File: src/rtl/regport_pkg.sv
package regport_pkg;
  localparam int PORT_W  = 8;
  localparam int CODE_W  = PORT_W - 1;
  localparam int ADDR_W  = 6;
  localparam int DATA_W  = 6;
  localparam int RD_W    = 7;
  localparam int REG_CNT = 1 << ADDR_W;

  typedef enum logic [1:0] {
    KIND_NONE = 2'd0,
    KIND_ADDR = 2'd1,
    KIND_DATA = 2'd2
  } code_kind_e;
endpackage

File: src/rtl/regport_sync.sv
module regport_sync #(
  parameter int W = 8
) (
  input  logic         clk,
  input  logic         rst_n,
  input  logic [W-1:0] d,
  output logic [W-1:0] q
);
  logic [W-1:0] meta_q;

  always_ff @(posedge clk or negedge rst_n) begin
    if (!rst_n) begin
      meta_q <= '0;
      q      <= '0;
    end else begin
      meta_q <= d;
      q      <= meta_q;
    end
  end
endmodule

File: src/rtl/regport_decode.sv
module regport_decode
  import regport_pkg::*;
#(
  parameter int CW = CODE_W,
  parameter int AW = ADDR_W,
  parameter int DW = DATA_W
) (
  input  logic          clk,
  input  logic          rst_n,
  input  logic          strobe,
  input  logic [CW-1:0] code,
  output logic          stb_edge,
  output logic          wr_en,
  output logic [DW-1:0] wr_data,
  output logic [AW-1:0] addr_q,
  output logic          addr_vld
);
  logic          stb_prev_q;
  code_kind_e    kind;
  logic [AW-1:0] addr_d;
  logic          vld_d;

  assign stb_edge = strobe & ~stb_prev_q;

  always_comb begin
    if (!stb_edge)            kind = KIND_NONE;
    else if (code[CW-1])      kind = KIND_ADDR;
    else                      kind = KIND_DATA;
  end

  always_comb begin
    addr_d  = addr_q;
    vld_d   = addr_vld;
    wr_en   = 1'b0;
    wr_data = code[DW-1:0];
    case (kind)
      KIND_ADDR: begin
        addr_d = code[AW-1:0];
        vld_d  = 1'b1;
      end
      KIND_DATA: wr_en = addr_vld;
      default: ;
    endcase
  end

  always_ff @(posedge clk or negedge rst_n) begin
    if (!rst_n) begin
      stb_prev_q <= 1'b0;
      addr_q     <= '0;
      addr_vld   <= 1'b0;
    end else begin
      stb_prev_q <= strobe;
      if (kind == KIND_ADDR) begin
        addr_q   <= addr_d;
        addr_vld <= vld_d;
      end
    end
  end
endmodule

File: src/rtl/regport_regfile.sv
module regport_regfile #(
  parameter int CNT = 64,
  parameter int AW  = 6,
  parameter int DW  = 6
) (
  input  logic            clk,
  input  logic            rst_n,
  input  logic            wr_en,
  input  logic [AW-1:0]   wr_addr,
  input  logic [DW-1:0]   wr_data,
  input  logic [AW-1:0]   rd_addr,
  output logic [DW-1:0]   rd_data,
  output logic [CNT*DW-1:0] flat
);
  logic [DW-1:0] mem [CNT];

  for (genvar i = 0; i < CNT; i++) begin : g_reg
    logic hit;
    assign hit = wr_en && (wr_addr == AW'(i));

    always_ff @(posedge clk or negedge rst_n) begin
      if (!rst_n)   mem[i] <= '0;
      else if (hit) mem[i] <= wr_data;
    end

    assign flat[i*DW +: DW] = mem[i];
  end

  assign rd_data = mem[rd_addr];
endmodule

File: src/rtl/strobe_regport.sv
module strobe_regport
  import regport_pkg::*;
#(
  parameter int P_ADDR_W = ADDR_W,
  parameter int P_DATA_W = DATA_W,
  parameter int P_RD_W   = RD_W,
  localparam int L_CNT   = 1 << P_ADDR_W,
  localparam int L_CODE  = P_ADDR_W + 1,
  localparam int L_PORT  = L_CODE + 1
) (
  input  logic                      clk,
  input  logic                      rst_n,
  input  logic [L_PORT-1:0]         port_in,
  output logic [P_RD_W-1:0]         port_rd,
  output logic [L_CNT*P_DATA_W-1:0] reg_flat
);
  logic [1:0]          rst_pipe_q;
  logic                rst_ns;
  logic [L_PORT-1:0]   sync_q;
  logic [L_CODE-1:0]   sync_code;
  logic                stb_edge;
  logic                wr_en;
  logic [P_DATA_W-1:0] wr_data;
  logic [P_ADDR_W-1:0] addr_q;
  logic                addr_vld;
  logic [P_DATA_W-1:0] rd_data;

  always_ff @(posedge clk or negedge rst_n) begin
    if (!rst_n) rst_pipe_q <= 2'b00;
    else        rst_pipe_q <= {rst_pipe_q[0], 1'b1};
  end
  assign rst_ns = rst_pipe_q[1];

  regport_sync #(.W(L_PORT)) u_sync (
    .clk(clk), .rst_n(rst_ns), .d(port_in), .q(sync_q)
  );

  assign sync_code = sync_q[L_CODE-1:0];

  regport_decode #(.CW(L_CODE), .AW(P_ADDR_W), .DW(P_DATA_W)) u_dec (
    .clk(clk), .rst_n(rst_ns),
    .strobe(sync_q[L_PORT-1]), .code(sync_code),
    .stb_edge(stb_edge), .wr_en(wr_en), .wr_data(wr_data),
    .addr_q(addr_q), .addr_vld(addr_vld)
  );

  regport_regfile #(.CNT(L_CNT), .AW(P_ADDR_W), .DW(P_DATA_W)) u_rf (
    .clk(clk), .rst_n(rst_ns),
    .wr_en(wr_en), .wr_addr(addr_q), .wr_data(wr_data),
    .rd_addr(addr_q), .rd_data(rd_data), .flat(reg_flat)
  );

  assign port_rd = addr_vld ? P_RD_W'(rd_data) : '0;
endmodule

File: config.mk
export PLATFORM = sky130hd
export DESIGN_NAME = strobe_regport
export DESIGN_NICKNAME = d
export VERILOG_FILES = /design/src/rtl/regport_pkg.sv /design/src/rtl/regport_sync.sv /design/src/rtl/regport_decode.sv /design/src/rtl/regport_regfile.sv /design/src/rtl/strobe_regport.sv
export SDC_FILE = /design/constraint.sdc
export NUM_CORES = 1
export LEC_CHECK = 0
export CAP_MARGIN = 20
export CORE_MARGIN = 8
export CORE_UTILIZATION = 30
export CTS_BUF_LIST = sky130_fd_sc_hd__clkbuf_4 sky130_fd_sc_hd__clkbuf_8
export CTS_CLUSTER_DIAMETER = 150
export DETAILED_ROUTE_END_ITERATION = 12
export DONT_BUFFER_PORTS = 1
export RECOVER_POWER = 100
export SLEW_MARGIN = 20
export SYNTH_ARGS = -nofsm -noshare
export SYNTH_HDL_FRONTEND = slang
export SYNTH_SLANG_ARGS = --single-unit
File: constraint.sdc
create_clock -name clk -period 13.7 [get_ports clk]
set_input_delay 1.37 -clock clk [delete_from_list [all_inputs] [get_ports clk]]
set_output_delay 1.37 -clock clk [all_outputs]
set_load 0.05 [all_outputs]
Word level (Yosys, flattened, before mapping)
Cells that the tools add are included.
W data, S select, Z words.
{ "op_classes": {"bitwise": 3, "n_reduce_logical": 65, "n_eq_ne": 65, "magnitude_cmp": 1, "muxes": 7} }
{ "op_table": {"columns": ["operator", "count"], "rows": [
  ["$eq A6 B6 Y1 const B", 32],
  ["$eq A6 B5 Y1 const B", 16],
  ["$logic_and A1 B1 Y1", 64],
  ["$eq A6 B4 Y1 const B", 8],
  ["$bmux W6 S6", 1],
  ["$eq A6 B3 Y1 const B", 4],
  ["$mux W6", 3],
  ["$eq A6 B2 Y1 const B", 2],
  ["$ge A7 B7 Y1 const B", 1],
  ["$not A6 Y7", 1],
  ["$eq A6 B1 Y1 const B", 1],
  ["$logic_not A6 Y1", 1],
  ["$mux W2", 2],
  ["$eq A2 B1 Y1 const B", 1],
  ["$eq A2 B2 Y1 const B", 1],
  ["$and A1 B1 Y1", 1],
  ["$mux W1", 1],
  ["$not A1 Y1", 1]
]} }
{ "word_totals": {"output_inout_bits": 391, "regBits": 410, "word_cells": 211, "input_bits": 10} }

Depth between registers and ports, before layout
{ "logic_depth": {"ltp_word": 6, "depth_mapped": 8, "mapped_depth_nobuf": 5} }

By module
From an unflattened synthesis, not the netlist that was laid out.
{ "unflattened": {"hier_cells": 1239, "area_unflattened_um2": 18846.8} }
{ "by_module_without_submodules": {"columns": ["module", "seq_area_each_um2", "instances", "area_each_um2", "cells_each"], "rows": [
  ["regport_regfile", 9609.2, 1, 17988.5, 1188],
  ["regport_sync", 400.4, 1, 400.4, 16],
  ["regport_decode", 200.2, 1, 355.3, 24],
  ["strobe_regport", 50.0, 1, 102.6, 11]
]} }

Worst setup path before layout
No wires, ideal clock.
{ "synth_timing": {"kind": "flip-flop to output port", "from": "register u_dec.addr_q[0]", "to": "output port_rd[0]", "path_stages_with_launch": 9, "setup_slack_ns": 9.689, "path_buffers": 3, "required_ns": 12.330, "t_arrival_ns": 2.641, "cell_sequence": "dfrtp_1 > buf_6 > buf_6 > buf_4 > mux4_2 > mux2i_1 > a22oi_1 > nand2_1 > a211oi_1"} }
{ "synth_via": {"elab_chain_cells": 5} }
{ "synth_lines": {"columns": ["item", "line", "source"], "rows": [
  ["start, declared", "regport_decode.sv:15", "output logic [AW-1:0] addr_q,"],
  ["start signal, assigned", "regport_decode.sv:54", "addr_q <= addr_d;"],
  ["$not A6 Y7 (implied by the code)", "regport_regfile.sv:29", "assign rd_data = mem[rd_addr];"],
  ["$bmux W6 S6", "regport_regfile.sv:29", null],
  ["$mux W6 (implied by the code) (2 in series)", "regport_regfile.sv:29", null],
  ["$mux W6", "strobe_regport.sv:53", "assign port_rd = addr_vld ? P_RD_W'(rd_data) : '0;"],
  ["end, declared", "strobe_regport.sv:14", "output logic [P_RD_W-1:0] port_rd,"]
]} }
Every way passes these cells. The select of a mux whose other input is x is not followed.

Worst setup path after layout
{ "layout_timing": {"from": "register u_dec.addr_q[0]", "to": "output port_rd[5]"} }
Same word-level chain as after synthesis.

==> parameters.txt <==
Parameter                              Value

STA
  Final worst setup slack ... 5080 ps
  Unrepaired setup endpoints after global routing ... no
  Tightest slew margin relative to the limit ... -173%
  Worst clock skew on the final layout ... about 27 ps
  Post-layout min period ... 8620 ps
  Upper clock frequency limit ... 0.116 GHz
  Max-slew violations ... 529
  Transition time at the pin with the least slew margin ... approximately 4100 ps
  Number of failing setup endpoints in the final timing report ... 0
  Setup total negative slack ... 0 ps
  Final Hold Violating Endpoints ... 0
  Fin crit share ... ~63%

Worst setup path
  Number of cells on the critical path ... 7
  CP Max Fanout ... 42
  Worst path slowest cell ... dfrtp_1
  Max incr delay on CP ... 2130 ps
  Top Family by Delay on Critical Path ... buffers and inverters
  Launch point of the worst reg-to-reg path ... rst_pipe_q[1]
  Cell-by-cell trace of the critical path ... clkbuf_1 -> buf_4 -> mux4_4 -> mux4_2 -> a211oi_1 -> a211oi_2 -> clkbuf_1
  Required arrival time at the worst endpoint ... 12330 ps
  Worst reg2reg setup slack ... 6990 ps
  Reg2Reg Capture Point ... u_rf.flat[74]
  Most Frequent Cell on Critical Path ... clkbuf_1
  Worst setup EP type ... primary output
  Arrival time at the worst endpoint ... 7250 ps
  Critical Path Start Type ... flip-flop
  Worst r2r path cells ... 4
  Worst Path Buf+Inv ... 3
  Path type of the worst setup path ... reg2out

Clock tree
  Number of buffers inserted to repair setup after CTS ... 0
  Clock network latency to the later pin of the worst-skew pair ... 670 ps
  Maximum number of buffers from clock root to sink ... 3
  CTS clk-pin slew, worst paths ... 60 ps
  Resized cells post-CTS ... 0
  Number of H-tree levels ... 3
  TritonCTS Buffers ... 76
  TritonCTS sink count ... 410
  TritonCTS clock tree ... yes
  Post-cts hold buffer count ... 0
  Buffer cell driving the clock tree root ... clkbuf_8

Yosys
  Most common library cells after synthesis ... dfrtp_1 (410), mux2_2 (398), mux4_2 (90), nand2_1 (47), clkbuf_1 (38)
  Synthesized net count ... about 1.2k
  Cell types with the largest area share after synthesis ... dfrtp_1 (54%), mux2_2 (24%), mux4_2 (11%), mux4_1 (1.4%), nor2_8 (1.1%)
  Flop and latch count out of synthesis ... 410
  Number of instances in the synthesized netlist ... 1190
  Most numerous cell in the Yosys netlist ... dfrtp_1
  Post-Synthesis Cell Area ... about 0.019 mm²
  Post-synth top flop ... dfrtp_1
  Share of the yosys chip area belonging to registers ... 54.1%
  Count of synthesis-stage warnings from yosys ... 0
  Post-synth EDFFs ... 0
  Mean instance size in the synthesized netlist ... 15.9 µm²
  Share of synthesized registers carrying an async set or reset ... 100%
  Cell taking the most area after synthesis ... dfrtp_1
  Share of the synthesized area in the top cell type ... a little over half
  Number of unique standard cell types used by synthesis ... 42

Floorplanning
  Effective utilization at floorplan ... a little under a third
  Die X ... 267 µm
  Number of rows created at floorplan ... roughly 90
  Floorplan Core Area ... about 0.063 mm²
  Height of the die ... roughly 270 µm
  Top-Level Pins ... around 400
  Die area ... 0.0715 mm²

Placed design
  Weighted congestion reported at the end of routability-driven placement ... 0.823
  Placed Cells ... 1972
  Port-buffer cells ... 0
  Worst-case setup slack after placement ... 8040 ps
  Half-perimeter wire length after placement ... 48800 µm

Finish
  Synthesis-to-finish area growth ... 11.7%
  Area occupied by multi-input gates ... 0.00795 mm²
  Final core area utilization ... 33.8%
  Layout cells sized above 1 ... 51.3%
  Fill cell instance count of the final layout ... around 6k
  FF/Latch Area ... 0.0103 mm²
  Final cell count without fillers ... ~2.1k
  Final Net Count ... around 1.2k

Pwr
  Worst IR Drop VDD ... roughly 0.12 mV
  Power Dens Cells ... approximately 170 mW/mm²
  Leakage Power ... between 0.009 and 0.01 µW

Global routing
  Vias in the first global route ... 11.9k
  Gr usage total ... 18.6%
  Largest net degree at the start of global routing ... 85
  Global-route wire length before repair ... 96200 µm
  Remaining global-route overflow ... 0
  Initial antenna violation count ... 2

Drt
  Violation count after the first detailed-routing iteration ... around 900
  Drt drc ... 0
  Post-detailed-route count of antenna-violating nets ... 0
  Avg Vias per Cell ... around 5.3
  Routed wire length ... 67700 µm
  Count of vias placed by the detailed router ... 11.2k
  Average wire per cell in the routed design ... 32.1 µm
  Pre-antenna DRT Iters ... 5

Worst hold path
  Launch instance of the worst min-delay path ... u_sync.meta_q[4]
  End of the worst hold path ... u_sync.q[4]
  Hold crit path type ... reg2reg
  Worst hold path depth ... 0

Outcome
  Result of the run ... finished, violations left
  Violated checks ... capacitance limit, slew limit

Job
  Max-capacitance violation count ... 10
==> worst max path at each step <==
stage / from / end / slack (ps)
floorplan: rst_pipe_q[1] / u_dec.addr_q[0] / 1430
global placement: u_dec.addr_q[0] / port_rd[0] / 8060
detailed placement: u_dec.addr_q[0] / port_rd[0] / 8040
CTS: u_dec.addr_q[0] / port_rd[0] / 7280
global route: u_dec.addr_q[0] / port_rd[3] / 4380
finish: u_dec.addr_q[0] / port_rd[5] / 5080
==> layout make-up <==
class,count,share of cell area (%)
flip-flops and latches,410,48.5
repair buffers,26,0.768
clock buffers,118,7.02
inverters,1,0.0177
diodes,2,0.0236
clock inverters,16,1.18
well taps,846,5.00
multi-input cells,690,37.5
==> report_power, final <==
group / switching (µW) / total (µW) / internal (µW)
combinational: 237 / 449 / 212
clock: 537 / 1340 / 804
sequential: 558 / 1870 / 1310
==> state kept, by name (all words and copies together) (netlist names) <==
register / flops
u_sync.q: 8
u_dec.addr_vld: 1
u_sync.meta_q: 8
u_dec.stb_prev_q: 1
u_rf.flat: 384
rst_pipe_q: 2
u_dec.addr_q: 6
==> metrics by stage <==
stage / total power [µW] / area [µm²] / hold WS, ps
2_1_floorplan: 2160 / 19000 / 331
3_3_place_gp: 2350 / 19700 / 305
3_5_place_dp: 2360 / 19700 / 315
4_1_cts: 3720 / 21500 / 315
5_1_grt: 3800 / 21200 / 351
6_report: 3660 / 21200 / 343
==> cells by family (layout without fill, tap and decap cells) <==
logic type | Yosys count | count (layout) | synth area share [%]
simple gates | 130 | 130 | 4.49
buf+inv | 90 | 161 | 2.76
mux | 525 | 525 | 37.3
flops | 410 | 410 | 54.1
compound gates | 33 | 33 | 1.35
other cells | 2 | 4 | 0.0396
==> placed cells by master (no fill, tap or decap), types with 3 or more instances in the layout <==
| cell type | n |
|---|---|
| a22oi_1 | 6 |
| clkbuf_8 | 96 |
| clkinvlp_4 | 5 |
| dfrtp_1 | 403 |
| bufinv_16 | 6 |
| nor3_1 | 6 |
| clkbuf_4 | 22 |
| a211oi_2 | 5 |
| a211oi_1 | 5 |
| clkinv_2 | 3 |
| mux2i_1 | 19 |
| nand2_1 | 47 |
| mux4_1 | 10 |
| mux2_1 | 11 |
| nand2b_1 | 5 |
| buf_4 | 9 |
| o22ai_1 | 5 |
| mux4_2 | 90 |
| o2bb2ai_1 | 5 |
| nand3b_1 | 3 |
| dfrtp_2 | 6 |
| clkbuf_1 | 15 |
| nor2_1 | 44 |
| mux2_2 | 394 |
| nor2b_1 | 6 |
| nand3_1 | 10 |
==> metal layers <==
layer | vias up | track usage [%] | wire length [µm]
li1 | 4486 | - | -
met5 | - | 0 | 0
met4 | 0 | 5.66 | 1640
met2 | 504 | 29.8 | 32400
met3 | 91 | 9.32 | 8020
met1 | 6142 | 21.9 | 25700
(Power assumes the default switching activity.)
